==> src/rtl/page_writer.sv <==
`timescale 1ns/1ps
module page_writer #(
  parameter int ADDR_IN_W   = 16,
  parameter int ADDR_W      = 12,
  parameter int PAGE_BYTES  = 32,
  parameter int PROG_CYCLES = 250000
) (
  input  logic                 clk,
  input  logic                 rst_n,
  input  logic                 start_i,
  input  logic [ADDR_IN_W-1:0] start_addr_i,
  input  logic                 byte_vld_i,
  input  logic [7:0]           byte_i,
  input  logic                 cs_rise_i,
  output logic                 busy_o,
  output logic                 wel_clr_o,
  output logic                 mem_we_o,
  output logic [ADDR_W-1:0]    mem_addr_o,
  output logic [7:0]           mem_data_o
);
  localparam int OFF_W    = $clog2(PAGE_BYTES);
  localparam int PAGE_W   = ADDR_W - OFF_W;
  localparam int PROG_LEN = (PROG_CYCLES < PAGE_BYTES) ? PAGE_BYTES : PROG_CYCLES;
  localparam int CNT_W    = $clog2(PROG_LEN);

  logic                  loading_q;
  logic [PAGE_W-1:0]     page_q;
  logic [OFF_W-1:0]      ptr_q;
  logic [PAGE_BYTES-1:0] mask_q;
  logic [7:0]            buf_q [PAGE_BYTES];
  logic                  busy_q;
  logic [CNT_W-1:0]      cnt_q;
  logic [OFF_W:0]        scan_q;
  logic                  wel_clr_q;

  wire unused_hi = ^start_addr_i[ADDR_IN_W-1:ADDR_W];
  wire take      = !busy_q && !cs_rise_i && !start_i && loading_q && byte_vld_i;
  wire scan_live = busy_q && !scan_q[OFF_W];

  always_ff @(posedge clk or negedge rst_n) begin
    if (!rst_n) begin
      loading_q <= 1'b0;
      page_q    <= '0;
      ptr_q     <= '0;
      mask_q    <= '0;
      busy_q    <= 1'b0;
      cnt_q     <= '0;
      scan_q    <= '0;
      wel_clr_q <= 1'b0;
    end else begin
      wel_clr_q <= 1'b0;
      if (busy_q) begin
        if (!scan_q[OFF_W]) scan_q <= scan_q + 1'b1;
        if (cnt_q == '0) begin
          busy_q    <= 1'b0;
          wel_clr_q <= 1'b1;
        end else begin
          cnt_q <= cnt_q - 1'b1;
        end
      end else if (cs_rise_i) begin
        loading_q <= 1'b0;
        if (loading_q && |mask_q) begin
          busy_q <= 1'b1;
          cnt_q  <= CNT_W'(PROG_LEN - 1);
          scan_q <= '0;
        end
      end else if (start_i) begin
        loading_q <= 1'b1;
        page_q    <= start_addr_i[ADDR_W-1:OFF_W];
        ptr_q     <= start_addr_i[OFF_W-1:0];
        mask_q    <= '0;
      end else if (loading_q && byte_vld_i) begin
        mask_q[ptr_q] <= 1'b1;
        ptr_q         <= ptr_q + 1'b1;
      end
    end
  end

  always_ff @(posedge clk) begin
    if (take) buf_q[ptr_q] <= byte_i;
  end

  assign busy_o     = busy_q;
  assign wel_clr_o  = wel_clr_q;
  assign mem_we_o   = scan_live && mask_q[scan_q[OFF_W-1:0]];
  assign mem_addr_o = {page_q, scan_q[OFF_W-1:0]};
  assign mem_data_o = buf_q[scan_q[OFF_W-1:0]];
endmodule

==> config.mk <==
export PLATFORM = sky130hd
export DESIGN_NAME = page_writer
export DESIGN_NICKNAME = d
export VERILOG_FILES = /design/src/rtl/page_writer.sv
export SDC_FILE = /design/constraint.sdc
export NUM_CORES = 1
export LEC_CHECK = 0
export ABC_AREA = 0
export BUFFER_PORTS_ARGS = -buffer_cell sky130_fd_sc_hd__buf_2
export CORE_MARGIN = 2
export CORE_UTILIZATION = 61
export CTS_BUF_LIST = sky130_fd_sc_hd__clkbuf_16
export DETAILED_ROUTE_END_ITERATION = 8
export PLACE_DENSITY_LB_ADDON = 0.08
export SLEW_MARGIN = 20
export SYNTH_ARGS = -nofsm -noshare
export SYNTH_HDL_FRONTEND = slang
export SYNTH_SLANG_ARGS = --single-unit
==> constraint.sdc <==
create_clock -name clk -period 3.2 [get_ports clk]
set_clock_uncertainty 0.15 [all_clocks]
set_input_delay 0.32 -clock clk [delete_from_list [all_inputs] [get_ports clk]]
set_output_delay 0.32 -clock clk [all_outputs]
set_load 0.02 [all_outputs]
# --- Word-level counts from Yosys, hierarchy flattened ---
# Memory sizes are Yosys's and may differ from the RTL's.
# Index checks and enable logic that the tools add are counted.
classes:
  bitwise: 3
  reduce_logical: 25
  n_lt_le_gt_ge: 3
  addsub: 3
  mux: 26
  n_eq_ne: 2
ops:
  columns: ["cell", "n"]
  rows:
  - ["2-to-1 mux 18 bit", 4]
  - ["2-to-1 mux 32 bit", 2]
  - ["OR 32 bit", 1]
  - ["OR reduction 32 bit", 1]
  - ["2-to-1 mux 6 bit", 4]
  - ["zero test 18 bit", 1]
  - ["subtractor 18 x 1 -> 18 bit, second input constant", 1]
  - ["< comparator 5 x 6 -> 1 bit, second input constant", 2]
  - ["2-to-1 mux 1 bit", 12]
  - ["AND reduction 3 bit", 4]
  - ["2-to-1 mux 5 bit", 2]
  - ["logical AND 1 bit", 9]
  - ["nonzero test 2 bit", 4]
  - ["adder 6 x 1 -> 6 bit, second input constant", 1]
  - ["adder 5 x 1 -> 5 bit, second input constant", 1]
  - ["binary-select mux 1 bit (select 5 bit)", 1]
  - ["demux 1 bit (select 5 bit)", 1]
  - [">= comparator 5 x 1 -> 1 bit, second input constant", 1]
  - ["zero test 1 bit", 4]
  - ["!= test 2 bit, second input constant", 2]
  - ["AND reduction 2 bit", 2]
  - ["inverter 1 bit", 2]
word_totals:
  mem_count: 1
  input_bits: 29
  ramBits: 256
  out_inout_bits: 23
  ff_bits: 71
mem_list:
  columns: ["memory", "depth", "word_bits", "read_ports", "rd_clocked_by_memory_dff", "write_ports", "line", "source"]
  rows:
  - ["buf_q", 32, 8, 1, 0, 1, "30", "logic [7:0] buf_q [PAGE_BYTES];"]

# --- Logic depth before layout (Yosys ltp) ---
depth:
  ltp_word: 7
  ltp_mapped: 8

# --- Worst setup path after synthesis ---
# Ideal clock, no wire load.
synth_path:
  kind: "flip-flop to output port"
  from: "register scan_q[1]"
  to: "output port mem_data_o[0]"
  t_arrival_ns: 2.130
  setup_slack_ns: 0.600
  required_time_ns: 2.730
  path_stages_with_launch: 6
  path_cell_list: "dfrtp_1 clkbuf_1 buf_1 mux4_2 mux4_2 mux2_2"
synth_between:
  elab_chain_cells: 1
synth_lines:
  columns: ["element", "line", "source"]
  rows:
  - ["start: declaration", "33", "logic [OFF_W:0] scan_q;"]
  - ["start signal: assignment", "53", "if (!scan_q[OFF_W]) scan_q <= scan_q + 1'b1;"]
  - ["memory read (32 x 8 bit)", null, null]
  - ["end: declaration", "19", "output logic [7:0] mem_data_o"]
# No other way between the ends.

# --- Final worst setup path ---
layout_path:
  from: "register scan_q[0]"
  to: "output port mem_we_o"
layout_between:
  elab_chain_cells: 3
layout_lines:
  columns: ["element", "line", "source"]
  rows:
  - ["binary-select mux 1 bit (select 5 bit)", "85", "assign mem_we_o = scan_live && mask_q[scan_q[OFF_W-1:0]];"]
  - ["2-to-1 mux 1 bit (implied by the code)", "85", null]
  - ["logical AND 1 bit", "85", null]
  - ["end: declaration", "17", "output logic mem_we_o,"]
# No other way between the ends. The select of a mux whose other input is x is not followed.

==> key figures <==
Outcome
  • Outcome: finished, violations left
  • Failing checks: setup timing

Finish
  • Final Non-Filler Cells: 1,158
  • Final #Nets: 889
  • Diodes inserted: 0
  • Layout area overhead: 17.5%
  • Layout cells sized above 1: 30.6%
  • Number of fill cells: about 1,300
  • Flip-flop and latch area: roughly 9500 µm²
  • Area taken by multi-input logic gates: 3750 µm²
  • Final core utilization: between 70% and 80%

Synth
  • Mapped Nets: 773
  • Most frequent cell after synthesis: edfxtp_1
  • Async set-reset flop share out of synthesis: roughly 22%
  • Post-synth top area share: 57.2%
  • Area share of xor/xnor cells in the synthesized design: 0.195%
  • Simple-gate share of the synthesized area: around 5.9%
  • Number of synthesized register bits: 327
  • Compound-Gate Fraction of Synth Area: between 3 and 4%
  • Synthesized area: approximately 13,000 µm²
  • Post-synth EDFFs: 256
  • Main synth FF type: edfxtp_1
  • Mapped Cells: 738
  • Yosys cell types: between 40 and 50
  • Top area cells in the synthesized netlist: edfxtp_1 (57%), mux4_2 (15%), dfrtp_1 (13%), o21a_1 (1.8%), nor2_1 (1.6%)
  • Synth warn: 0
  • Adder-cell share of the synthesized area: less than 1%
  • Multiplexer share of the synthesized area: 17.4%
  • Syn Area/Cell: 18.2 µm²
  • Seq/Total Area, Yosys: 70.4%
  • Most instantiated cells after synthesis: edfxtp_1 (256), mux4_2 (90), dfrtp_1 (71)
  • Main combinational cell family by area after synthesis: multiplexers
  • Yosys top cell by area: edfxtp_1

GRT
  • Total gr overflow: 0
  • Pin count of the biggest net entering global routing: 49
  • Vias in the first global route: 7,656
  • Total global routing track utilization: 26.6%
  • First-pass GRT wire length: 46,100 µm
  • Antenna violations before repair: 0

CTS
  • Clk sinks: 327
  • Clock transition at the registers of the reported paths: 0.06 ns
  • Num CTS Buffers: 34
  • Root buffer cell: clkbuf_16
  • CTS tree: done
  • Clk Latency, worst-skew pair: a little over 0.5 ns
  • CTS max path bufs: 3
  • H-tree levels: 2

Drt
  • ANT nets after route: 0
  • DR iter-0 viols: 696
  • DR vias: 7,442
  • Avg WL per Cell: 26.1 µm
  • Residual DRC: 0
  • Vias per cell: 6.43
  • Drt pass-1 iters: 7
  • Total wire length: approximately 30,000 µm

Timing
  • RSZ-0062 raised after global routing: true
  • Worst Tran Pin Value: 0.783 ns
  • Setup TNS Final: -0.755 ns
  • Final Cycle Share: 103%
  • Fmax achieved: 302 MHz
  • Final Hold Vio Count: 0
  • Post-route minimum period: 3.31 ns
  • Final WS setup: -0.108 ns
  • Slew HR: 47.8%
  • Final setup viols: 9
  • Final Max Tran Viols: 0

Setup path
  • Crit-path slowest cell: mux4_2
  • Arr. time, crit path: 2.84 ns
  • CP Capture Type: output pin
  • CP required: approximately 2.7 ns
  • CP Launch Type: flop
  • Max stage delay on crit path: 0.51 ns
  • Delay-heaviest family, CP: multiplexers
  • CP max FO: 7
  • Setup slack, reg-to-reg: 0.75 ns
  • Worst setup path class: flop to output pin
  • Cell chain of the critical path: buf_12 -> buf_12 -> buf_16 -> mux4_2 -> mux4_2 -> mux2i_2 -> nor2_1 -> buf_4
  • CP bufs+invs: 4

Flow run
  • Max-cap viol count: 0

Pwr
  • Lkg Pwr: 5.60 nW
  • Pwr dens: 801 nW/µm²
  • Maximum vdd ir drop: around 0.56 mV
  • Pwr Total: 12.6 mW

Hold path
  • Worst Hold Class: input port to flop

Floorplan
  • Num ports: 52
  • Core area: roughly 22,000 µm²
  • Die height: 152 µm
  • Die width: 152 µm
  • Std cell rows: 54
  • Initial Utilization: 61.8%
  • Die footprint: roughly 23,000 µm²

Placed design
  • RePlAce Congestion: between 0.8 and 0.9
  • HPWL after DPL: ~17,000 µm
  • Dpl ws: ~0.38 ns
  • I/O Buffers: 47
  • Cells after DPL: 1,070
-- where the power goes --
group | total, mW | switching, mW | internal (mW)
registers | 5.02 | 0.258 | 4.76
logic | 3.98 | 1.84 | 2.14
clock network | 3.65 | 1.56 | 2.08
total | 12.6 | 3.66 | 8.99
-- per-layer routing --
| layer | global-route usage [%] | up-vias | wire length (µm) |
|---|---|---|---|
| met5 | 0 | - | 0 |
| met4 | 7.85 | 0 | 659 |
| met3 | 4.89 | 50 | 2230 |
| li1 | - | 3185 | - |
| met1 | 38.6 | 3870 | 12500 |
| met2 | 42.5 | 337 | 14800 |
-- metrics by stage --
stage / hold slack, ns / area [µm²]
after floorplan: -0.126 / 13400
after global placement: 0.283 / 14200
after detailed placement: 0.299 / 14200
after CTS: 0.0374 / 15800
after global routing: 0.0569 / 15800
final: 0.0519 / 15800
-- what timing repair did --
action | CTS | global route
hold endpoints to repair | 44 | 0
gates cloned | 7 | 1
hold buffers | 13 | 0
setup endpoints to repair | 9 | 9
gates resized for setup | 32 | 1
pin swaps | 0 | 0
buffers inserted | 7 | 0
-- final cells by class --
cell class	instances	share of cell area [%]
clock buffers	37	5.86
flip-flops and latches	327	60.0
inverters	10	0.238
clock inverters	23	0.689
well taps	280	2.22
repair buffers	121	7.28
multi-input cells	360	23.7
-- sequential cells by signal, indices dropped and copies added (netlist names) --
| register | cells |
|---|---|
| buf_q | 256 |
| busy_o | 1 |
| cnt_q | 18 |
| loading_q | 1 |
| mask_q | 32 |
| page_q | 7 |
| ptr_q | 5 |
| scan_q | 6 |
| wel_clr_o | 1 |
-- logic make-up (layout without fill, tap and decap cells) --
logic type	count (synthesis)	in the layout
flip-flops	327	327
AND/OR/NAND/NOR	162	162
adder cells (fa/ha/maj)	6	6
AO/OA/AOI/OAI	69	69
multiplexers	120	120
buffers and inverters	51	191
XOR/XNOR	3	3
-- worst reg2reg max path, cell delays in order, from the launching register on --
cell and delay [ns]:
dfrtp_1 0.52, nor2_1 0.36, and4b_1 0.32, nand2_1 0.24, nor2_1 0.31, buf_4 0.24
-- worst paths after layout --
check,from,to,depth (start not counted)
max in group asynchronous,rst_n,scan_q[2]$_DFFE_PN0P_,3
min in group asynchronous,rst_n,cnt_q[14]$_DFFE_PN0P_,2
max reg2reg,busy_o$_DFF_PN0_,buf_q[31][1]$_DFFE_PP_,5
min reg2reg,page_q[1]$_DFFE_PN0P_,page_q[1]$_DFFE_PN0P_,1
max,scan_q[0]$_DFFE_PN0P_,mem_we_o,8
min,start_i,ptr_q[0]$_DFFE_PN0P_,3
-- layout by cell type, fill, tap and decap left out, drive strengths merged, types with 3 or more instances in the layout --
master | synthesis | routed
o21a | 33 | 33
and2 | 6 | 6
edfxtp | 256 | 256
mux2i | 15 | 15
a211oi | 3 | 3
nand2b | 9 | 9
ha | 6 | 6
or3 | 8 | 8
dfrtp | 71 | 71
nor3 | 15 | 15
or4 | 4 | 4
o31ai | 3 | 3
buf | 26 | 106
clkbuf | 15 | 39
mux4 | 90 | 90
clkinv | 0 | 16
inv | 10 | 17
nand4 | 5 | 5
mux2 | 15 | 15
a21oi | 6 | 6
dlygate4sd3 | 0 | 13
nand3 | 9 | 9
nor2 | 58 | 58
o211ai | 4 | 4
nor4 | 10 | 10
nand2 | 28 | 28
xor2 | 3 | 3
o21ai | 8 | 8
Note: power is estimated with default switching activity, not from simulation.
